**src/rtl/tmr_pkg.sv**
```systemverilog
package tmr_pkg;
  localparam int NUM_CH  = 4;
  localparam int DW      = 32;
  localparam int OFF_W   = 6;
  localparam int CH_W    = $clog2(NUM_CH);
  localparam int AW      = CH_W + OFF_W;
  localparam int CLR_CYC = 2;

  localparam logic [OFF_W-1:0] OFF_STAT   = 6'h00;
  localparam logic [OFF_W-1:0] OFF_MODE   = 6'h04;
  localparam logic [OFF_W-1:0] OFF_LOAD   = 6'h08;
  localparam logic [OFF_W-1:0] OFF_RUN    = 6'h10;
  localparam logic [OFF_W-1:0] OFF_RELOAD = 6'h14;
  localparam logic [OFF_W-1:0] OFF_COUNT  = 6'h18;
  localparam logic [OFF_W-1:0] OFF_CLR    = 6'h20;
  localparam logic [OFF_W-1:0] OFF_MASK   = 6'h24;

  typedef enum logic {
    MODE_CONT   = 1'b0,
    MODE_SINGLE = 1'b1
  } tmr_mode_e;
endpackage

```
**src/rtl/tmr_rst_sync.sv**
```systemverilog
module tmr_rst_sync #(
  parameter int STAGES = 2
) (
  input  logic clk_i,
  input  logic rst_ni,
  output logic rst_sync_no
);
  logic [STAGES-1:0] sync_q;

  always_ff @(posedge clk_i or negedge rst_ni) begin
    if (!rst_ni) sync_q <= '0;
    else         sync_q <= {sync_q[STAGES-2:0], 1'b1};
  end

  assign rst_sync_no = sync_q[STAGES-1];
endmodule

```
**src/rtl/tmr_channel.sv**
```systemverilog
module tmr_channel
  import tmr_pkg::*;
#(
  parameter int CW      = tmr_pkg::DW,
  parameter int OW      = tmr_pkg::OFF_W,
  parameter int CLR_LEN = tmr_pkg::CLR_CYC
) (
  input  logic          clk_i,
  input  logic          rst_ni,
  input  logic          wr_en_i,
  input  logic [OW-1:0] off_i,
  input  logic [CW-1:0] wdata_i,
  output logic [CW-1:0] rdata_o,
  output logic          flag_o,
  output logic          irq_o
);
  localparam int BW = $clog2(CLR_LEN + 1);

  tmr_mode_e mode_q, mode_d;
  logic [CW-1:0] preset_q, preset_d;
  logic [CW-1:0] cnt_q, cnt_d;
  logic          run_q, run_d;
  logic          flag_q, flag_d;
  logic          mask_q, mask_d;
  logic [BW-1:0] busy_q, busy_d;
  logic          expire;
  logic          busy;

  assign expire = run_q && (cnt_q == '0);
  assign busy   = (busy_q != '0);

  // next-state logic
  always_comb begin
    mode_d   = mode_q;
    preset_d = preset_q;
    cnt_d    = cnt_q;
    run_d    = run_q;
    flag_d   = flag_q;
    mask_d   = mask_q;
    busy_d   = busy_q;

    if (run_q) begin
      if (cnt_q != '0)              cnt_d = cnt_q - 1'b1;
      else if (mode_q == MODE_CONT) cnt_d = preset_q;
      else                          run_d = 1'b0;
    end

    if (busy) begin
      busy_d = busy_q - 1'b1;
      if (busy_q == BW'(1)) flag_d = 1'b0;
    end
    if (expire) flag_d = 1'b1;

    if (wr_en_i) begin
      case (off_i)
        OFF_MODE:   mode_d   = tmr_mode_e'(wdata_i[0]);
        OFF_LOAD:   preset_d = wdata_i;
        OFF_RUN:    run_d    = wdata_i[0];
        OFF_RELOAD: cnt_d    = preset_q;
        OFF_CLR:    if (wdata_i[0] && !busy) busy_d = BW'(CLR_LEN);
        OFF_MASK:   mask_d   = wdata_i[0];
        default:    ;
      endcase
    end
  end

  // state registers
  always_ff @(posedge clk_i or negedge rst_ni) begin
    if (!rst_ni) begin
      mode_q   <= MODE_CONT;
      preset_q <= '0;
      cnt_q    <= '0;
      run_q    <= 1'b0;
      flag_q   <= 1'b0;
      mask_q   <= 1'b1;
      busy_q   <= '0;
    end else begin
      mode_q   <= mode_d;
      preset_q <= preset_d;
      cnt_q    <= cnt_d;
      run_q    <= run_d;
      flag_q   <= flag_d;
      mask_q   <= mask_d;
      busy_q   <= busy_d;
    end
  end

  // local read mux
  always_comb begin
    rdata_o = '0;
    case (off_i)
      OFF_MODE:  rdata_o = CW'(mode_q);
      OFF_LOAD:  rdata_o = preset_q;
      OFF_RUN:   rdata_o = CW'(run_q);
      OFF_COUNT: rdata_o = cnt_q;
      OFF_CLR:   rdata_o = CW'({busy, flag_q});
      OFF_MASK:  rdata_o = CW'(mask_q);
      default:   rdata_o = '0;
    endcase
  end

  assign flag_o = flag_q;
  assign irq_o  = flag_q & ~mask_q;

  AST_COUNT_STEP: assert property (@(posedge clk_i) disable iff (!rst_ni)
    (run_q && cnt_q != '0 && !wr_en_i) |=> (cnt_q == $past(cnt_q) - 1'b1));
  AST_CONT_RELOAD: assert property (@(posedge clk_i) disable iff (!rst_ni)
    (expire && mode_q == MODE_CONT && !wr_en_i) |=> (run_q && flag_q && cnt_q == $past(preset_q)));
  AST_SINGLE_STOP: assert property (@(posedge clk_i) disable iff (!rst_ni)
    (expire && mode_q == MODE_SINGLE && !wr_en_i) |=> (!run_q && flag_q && cnt_q == '0));
  AST_CLR_HOLD: assert property (@(posedge clk_i) disable iff (!rst_ni)
    $rose(busy) |=> busy);
  AST_CLR_DROP: assert property (@(posedge clk_i) disable iff (!rst_ni)
    (busy_q == BW'(1) && !expire) |=> !flag_q);
endmodule

```
**src/rtl/tmr_rdmux.sv**
```systemverilog
module tmr_rdmux #(
  parameter int NCH = tmr_pkg::NUM_CH,
  parameter int W   = tmr_pkg::DW,
  parameter int OW  = tmr_pkg::OFF_W,
  localparam int IW = $clog2(NCH)
) (
  input  logic [IW+OW-1:0]      addr_i,
  input  logic [NCH-1:0][W-1:0] ch_rdata_i,
  input  logic [NCH-1:0]        flags_i,
  output logic [W-1:0]          rdata_o
);
  logic [IW-1:0] idx;
  logic [OW-1:0] off;

  assign idx = addr_i[IW+OW-1:OW];
  assign off = addr_i[OW-1:0];

  always_comb begin
    if (off == tmr_pkg::OFF_STAT)  rdata_o = W'(flags_i);
    else if (int'(idx) < NCH)      rdata_o = ch_rdata_i[idx];
    else                           rdata_o = '0;
  end
endmodule

```
**src/rtl/tmr_bank.sv**
```systemverilog
module tmr_bank
  import tmr_pkg::*;
#(
  parameter int NCH     = tmr_pkg::NUM_CH,
  parameter int W       = tmr_pkg::DW,
  parameter int OW      = tmr_pkg::OFF_W,
  parameter int CLR_LEN = tmr_pkg::CLR_CYC,
  localparam int IW     = $clog2(NCH),
  localparam int ADW    = IW + OW
) (
  input  logic           clk_i,
  input  logic           rst_ni,
  input  logic [ADW-1:0] bus_addr_i,
  input  logic           bus_we_i,
  input  logic [W-1:0]   bus_wdata_i,
  output logic [W-1:0]   bus_rdata_o,
  output logic [NCH-1:0] irq_o
);
  logic                  rst_n;
  logic [NCH-1:0][W-1:0] ch_rdata;
  logic [NCH-1:0]        flag_w;
  logic [NCH-1:0]        wr_sel;

  tmr_rst_sync #(.STAGES(2)) u_rst (
    .clk_i       (clk_i),
    .rst_ni      (rst_ni),
    .rst_sync_no (rst_n)
  );

  for (genvar g = 0; g < NCH; g++) begin : g_ch
    assign wr_sel[g] = bus_we_i && (bus_addr_i[ADW-1:OW] == IW'(g));

    tmr_channel #(.CW(W), .OW(OW), .CLR_LEN(CLR_LEN)) u_ch (
      .clk_i   (clk_i),
      .rst_ni  (rst_n),
      .wr_en_i (wr_sel[g]),
      .off_i   (bus_addr_i[OW-1:0]),
      .wdata_i (bus_wdata_i),
      .rdata_o (ch_rdata[g]),
      .flag_o  (flag_w[g]),
      .irq_o   (irq_o[g])
    );
  end

  tmr_rdmux #(.NCH(NCH), .W(W), .OW(OW)) u_rd (
    .addr_i     (bus_addr_i),
    .ch_rdata_i (ch_rdata),
    .flags_i    (flag_w),
    .rdata_o    (bus_rdata_o)
  );

  AST_IRQ_NEEDS_FLAG: assert property (@(posedge clk_i) disable iff (!rst_n)
    ((irq_o & ~flag_w) == '0));
  AST_ONE_WRITE_SEL: assert property (@(posedge clk_i) disable iff (!rst_n)
    $onehot0(wr_sel));
endmodule

```
**config.mk**
```make
export PLATFORM = sky130hd
export DESIGN_NAME = tmr_bank
export DESIGN_NICKNAME = d
export VERILOG_FILES = /design/src/rtl/tmr_pkg.sv /design/src/rtl/tmr_rst_sync.sv /design/src/rtl/tmr_channel.sv /design/src/rtl/tmr_rdmux.sv /design/src/rtl/tmr_bank.sv
export SDC_FILE = /design/constraint.sdc
export NUM_CORES = 1
export LEC_CHECK = 0
export ABC_AREA = 1
export BUFFER_PORTS_ARGS = -buffer_cell sky130_fd_sc_hd__buf_2
export CORE_ASPECT_RATIO = 0.6
export CORE_MARGIN = 2
export CORE_UTILIZATION = 28
export CTS_CLUSTER_SIZE = 25
export DETAILED_ROUTE_END_ITERATION = 8
export SETUP_SLACK_MARGIN = 0.1
export SYNTH_ARGS = -nofsm -noshare
export SYNTH_HDL_FRONTEND = slang
export SYNTH_SLANG_ARGS = --single-unit
```
**constraint.sdc**
```tcl
create_clock -name clk_i -period 7.89 [get_ports clk_i]
set_input_delay 0.789 -clock clk_i [delete_from_list [all_inputs] [get_ports clk_i]]
set_output_delay 0.789 -clock clk_i [all_outputs]
set_load 0.01 [all_outputs]
```
# Word level (Yosys, flattened, before mapping)
# Index checks and enable logic that the tools add are counted.
# Widths: inputs -> output; s select.
[op_classes]
n_addsub = 8
magnitude_cmp = 1
reduce_logical = 54
n_eq_ne = 14
n_mux = 75
bitwise = 8
[op_table]
columns = ["op", "n"]
rows = [
  ["$pmux 32 s6", 4],
  ["$mux 32", 22],
  ["$logic_not 32->1", 4],
  ["$reduce_bool 32->1", 4],
  ["$sub 32x1->32 const B", 4],
  ["$bmux 32 s2", 1],
  ["$mux 1", 32],
  ["$mux 2", 16],
  ["$reduce_and 2->1", 16],
  ["$reduce_bool 2->1", 12],
  ["$eq 6x5->1 const B", 3],
  ["$eq 6x6->1 const B", 2],
  ["$logic_and 1x1->1", 12],
  ["$eq 2x1->1 const B", 5],
  ["$sub 2x1->2 const B", 4],
  ["$eq 6x3->1 const B", 1],
  ["$eq 6x4->1 const B", 1],
  ["$logic_not 6->1", 1],
  ["$and 1x1->1", 4],
  ["$eq 2x2->1 const B", 2],
  ["$logic_not 1->1", 4],
  ["$not 1->1", 4],
  ["$lt 2x3->1 const B", 1],
  ["$logic_not 2->1", 1],
]
[totals]
output_inout_bits = 36
elab_cells = 189
inputBits = 43
ff_bits = 282

# Logic depth before layout (Yosys ltp)
[depth]
word_depth = 6
ltp_mapped = 14
ltp_nobuf = 13

# Hierarchy
# Synthesis repeated with hierarchy kept, for this count alone.
[unflattened]
hier_cells = 3421
area_unflattened_um2 = 21628.2
[by_module_without_submodules]
columns = ["module", "area_per_inst_um2", "seq_area_each_um2", "cells_per_inst", "instances"]
rows = [
  ["tmr_channel (g_ch[2].u_ch ...)", 5007.3, 1752.9, 751, 2],
  ["tmr_channel (g_ch[0].u_ch ...)", 5003.5, 1752.9, 771, 2],
  ["tmr_rdmux", 1522.7, 0.0, 366, 1],
  ["tmr_rst_sync", 53.8, 50.0, 3, 1],
  ["tmr_bank", 30.0, 0.0, 8, 1],
]

# Worst setup path after synthesis
# Ideal clock, no wire load.
[synth_path]
kind = "input port to output port"
start = "input port bus_addr_i[0]"
end = "output port bus_rdata_o[20]"
path_buffers = 2
stages = 9
required_ns = 7.101
t_arrival_ns = 1.944
path_slack_ns = 5.157
path_cell_list = "inv_1 -> nand2_1 -> nor3_4 -> nand2_2 -> buf_2 -> clkbuf_1 -> o22ai_1 -> nand2_1 -> nand4_1"
[synth_between]
elab_chain_cells = 5
elab_cells_between_ends = 14
[synth_lines]
columns = ["item", "line", "text"]
rows = [
  ["start, declared", "tmr_bank.sv:13", "input logic [ADW-1:0] bus_addr_i,"],
  ["$eq 6x6->1 (tied with other cells)", "tmr_channel.sv:91", "case (off_i)"],
  ["$pmux 32 s6", "tmr_channel.sv:91", ""],
  ["$bmux 32 s2", "tmr_rdmux.sv:20", "else if (int'(idx) < NCH) rdata_o = ch_rdata_i[idx];"],
  ["$mux 32 (implied by the code)", "tmr_rdmux.sv:20", ""],
  ["$mux 32 (*)", "tmr_rdmux.sv:19", "if (off == tmr_pkg::OFF_STAT) rdata_o = W'(flags_i);"],
  ["end, declared", "tmr_bank.sv:16", "output logic [W-1:0] bus_rdata_o,"],
]
# Every way passes the cells marked *; elsewhere a longest branch is shown, timed or not. The select of a mux whose other input is x is not followed.

# Final worst setup path
[layout_path]
start = "input port bus_addr_i[0]"
end = "output port bus_rdata_o[6]"
# The elaborated chain is that of the path after synthesis.

==> qor.yml <==
global_routing:
  grt_pass1_wl_um: 133100
  track_usage: 0.2396
  antenna_found_initial: 3
  grt_overflow: 0
  grt_max_degree: 142
  grt_pass1_vias: 18950
sta:
  finalSetupTns_ns: 0
  hold_viol_final: 0
  timing.hold.ws_ns: 0.2524
  min_period_ns: 4.270
  tightestPinTransition_ns: 1.130
  max_freq_mhz: 234.2
  rsz0062_at_grt: "no"
  post-route-period-util: 0.5412
  slew_headroom: 0.2437
  maxSlewViolCount: 0
  fin_worst_skew_ns: 0.02226
  setup_violations: 0
setup_path:
  crit_fanout: 65
  critPathCaptureType: "primary output"
  path_cells: "buf_2, inv_1, nand2_1, nor3_4, nand2_4, buf_4, o22ai_1, nand2_1, nand4_1, buf_2"
  reg2reg_depth: 11
  cp_data_required_time_ns: 7.10
  crit_type: "primary input to primary output"
  critPathSlowestCell: "buf_4"
  cp-start-kind: "primary input"
  crit_arrival_ns: 3.48
  rrSetupSlack_ns: 5.02
  reg2reg_to: "g_ch[3].u_ch.cnt_q[1]"
  max_stage_delay_ns: 0.53
  worstReg2RegStart: "g_ch[3].u_ch.cnt_q[0]"
synth:
  synth_area_per_cell_um2: 6.265
  synth-edff-count: 0
  ys.flop_type: "dfrtp_1"
  async_reset_ff_frac: 1.000
  syn_area_um2: 20380
  synthesis.nets: 3304
  netlist_instances: 3253
  synth.distinct_cells: 47
  yosysSeqAreaShare: 0.3465
  yosysWarnings: 0
  synth_seq_cells: 282
placed_design:
  dpl.hpwl_um: 70330
  portBuffers: 78
  place.gp.congestion: 1.037
clock_network:
  clockBufferDepth: 3
  cts_tree: "built"
  clk_latency_ns: 0.61
  htree_levels: 1
  cts_sinks: 282
  clkTransAtPathRegs_ns: 0.07
  cts_root_buf: "clkbuf_16"
  post_cts_resize_count: 0
  cts_buffers: 30
routing:
  vias: 21950
  antenna_left: 0
  wl_per_cell_um: 21.61
  viasPerCell: 5.166
  wirelength_um: 91840
  drc_errors: 0
  drt_iter0_drc: 3377
  drtPass1Iterations: 5
die:
  chipHeight_um: 213.0
  die_w_um: 352.3
  core_area_um2: 71890
  io_pins: 79
  die-area_um2: 75030
  rows: 76
  start_util: 0.2835
power:
  p_leak_uw: 0.01080
  ir_worst_vdd_mv: 0.1928
  finalPower_uw: 6435
  power_density_nw_per_um2: 284.4
final_layout:
  diodes: 0
  areaGrowthSynthToFinish_pct: 11.01
  fin_nets: 3303
  drive_above_1_share: 0.08674
hold_path:
  hp-class: "flop to async pin"
flow_run:
  cap_violations: 0
status:
  status: "complete, no violations"
-- worst max-delay path by stage --
stage               slack (ns)             from                     end  cells after the start
floorplan                 3.27  u_rst.sync_q[1]  g_ch[0].u_ch.busy_q[0]                      0
global placement          3.80    bus_addr_i[0]          bus_rdata_o[6]                     10
detailed placement        3.74    bus_addr_i[0]          bus_rdata_o[6]                     10
CTS                       3.74    bus_addr_i[0]          bus_rdata_o[6]                     10
global route              3.56    bus_addr_i[0]          bus_rdata_o[6]                     10
finish                    3.62    bus_addr_i[0]          bus_rdata_o[6]                     10
-- area by class of cell --
class                   instances  area [um2]
multi-input cells            2483       11350
well taps                     975        1220
repair buffers                107       623.1
fillers                      8052       49260
flip-flops and latches        282        7066
clock inverters                13       176.4
clock buffers                  41       883.3
inverters                     348        1310
-- registers in the layout (all words and copies together) (netlist names) --
name	count
u_rst.sync_q	2
g_ch.u_ch.mask_q	4
g_ch.u_ch.run_q	4
g_ch.u_ch.mode_q	4
g_ch.u_ch.cnt_q	128
g_ch.u_ch.busy_q	8
g_ch.u_ch.flag_o	4
g_ch.u_ch.preset_q	128
-- metrics by stage --
step | instance area, um2 | std cells | utilization | worst slack (ns)
finish | 22620 | 4249 | 0.3147 | 3.620
global route | 22620 | 4249 | 0.3147 | 3.557
CTS | 22620 | 4249 | 0.3147 | 3.735
global placement | 21550 | 4194 | 0.2998 | 3.799
detailed placement | 21550 | 4194 | 0.2998 | 3.739
floorplan | 20380 | 3253 | - | 3.274
-- critical path: cells and delay by family --
| kind | cells | cell delay [ns] |
|---|---|---|
| simple gates | 5 | 1.23 |
| compound gates | 1 | 0.53 |
| buf+inv | 4 | 0.84 |
-- logic make-up (layout without fill, tap and decap cells) --
logic type | Yosys count | in the layout | synth area share
DFF | 282 | 282 | 0.3465
buffers and inverters | 488 | 509 | 0.09743
other | 1 | 1 | 0.0001840
AOI/OAI and AO/OA | 581 | 581 | 0.1522
xor gates and xnor gates | 55 | 55 | 0.02364
and+or+nand+nor | 1838 | 1838 | 0.3752
adders and majority gates | 8 | 8 | 0.004911
-- cell usage after synthesis (all sizes together) (2+ instances only) --
library cell / number / area [um2]
xor2: 55 / 481.7
o21ai: 322 / 1615
nand3: 107 / 540.5
a21oi: 142 / 710.7
clkinv: 2 / 8.750
dfstp: 4 / 105.1
nand2: 1298 / 4940
dfrtp: 278 / 6957
o211ai: 3 / 22.52
ha: 8 / 100.1
nor3: 11 / 92.59
clkbuf: 67 / 252.7
nor2: 361 / 1629
nand4: 54 / 395.4
nand3b: 4 / 30.03
inv: 346 / 1301
a22oi: 16 / 130.1
buf: 73 / 422.9
o22ai: 90 / 563.0
a31oi: 5 / 31.28
-- where the power goes --
part / internal (uW) / switching [uW] / leakage (uW) / total (uW)
Clock: 911 / 682 / 0.000517 / 1590
Sequential: 1790 / 545 / 0.00349 / 2340
Combinational: 737 / 1770 / 0.00680 / 2510
-- layer usage --
| layer | vias up | part of all wire | GRT usage |
|---|---|---|---|
| li1 | 10320 | - | - |
| met1 | 10180 | 0.46 | 0.3672 |
| met2 | 1326 | 0.36 | 0.2986 |
| met3 | 118 | 0.15 | 0.09923 |
| met4 | 8 | 0.023 | 0.05099 |
| met5 | - | 0.0026 | 0.02065 |
-- what timing repair did --
action                                 4_1_cts  5_1_grt
endpoints found under the hold margin        2        0
setup endpoints to repair                    0        0
buffers inserted                             0        0
hold buffers                                 1        0
-- cell usage in the layout, fill, tap and decap left out, types with 2 or more instances in the layout --
cell type   netlist  final
nand2_1        1277   1277
inv_1           327    327
nor2_1          297    296
dfrtp_1         278    277
o21ai_0         275    275
a21oi_1         142    142
nand3_1         106    106
o22ai_1          90     90
buf_2            47     78
xor2_1           55     55
nand4_1          49     49
o21ai_1          46     46
nor2_2           43     44
clkbuf_16         0     31
buf_4            10     27
nor2_4           20     20
inv_2            18     18
nand2_2          18     16
a22oi_1          14     14
ha_1              8      8
clkbuf_8          0      7
clkinv_2          1      6
nor3_1            6      6
nand2_4           3      5
a31oi_1           5      5
nand3b_1          4      4
bufinv_16         0      4
dfstp_2           4      4
o211ai_1          3      3
nor3_2            3      3
nand4_4           3      3
clkbuf_1         66      3
clkinvlp_4        0      3
nor3_4            2      2
a22oi_2           2      2
nand4_2           2      2
(Power assumes the default switching activity.)
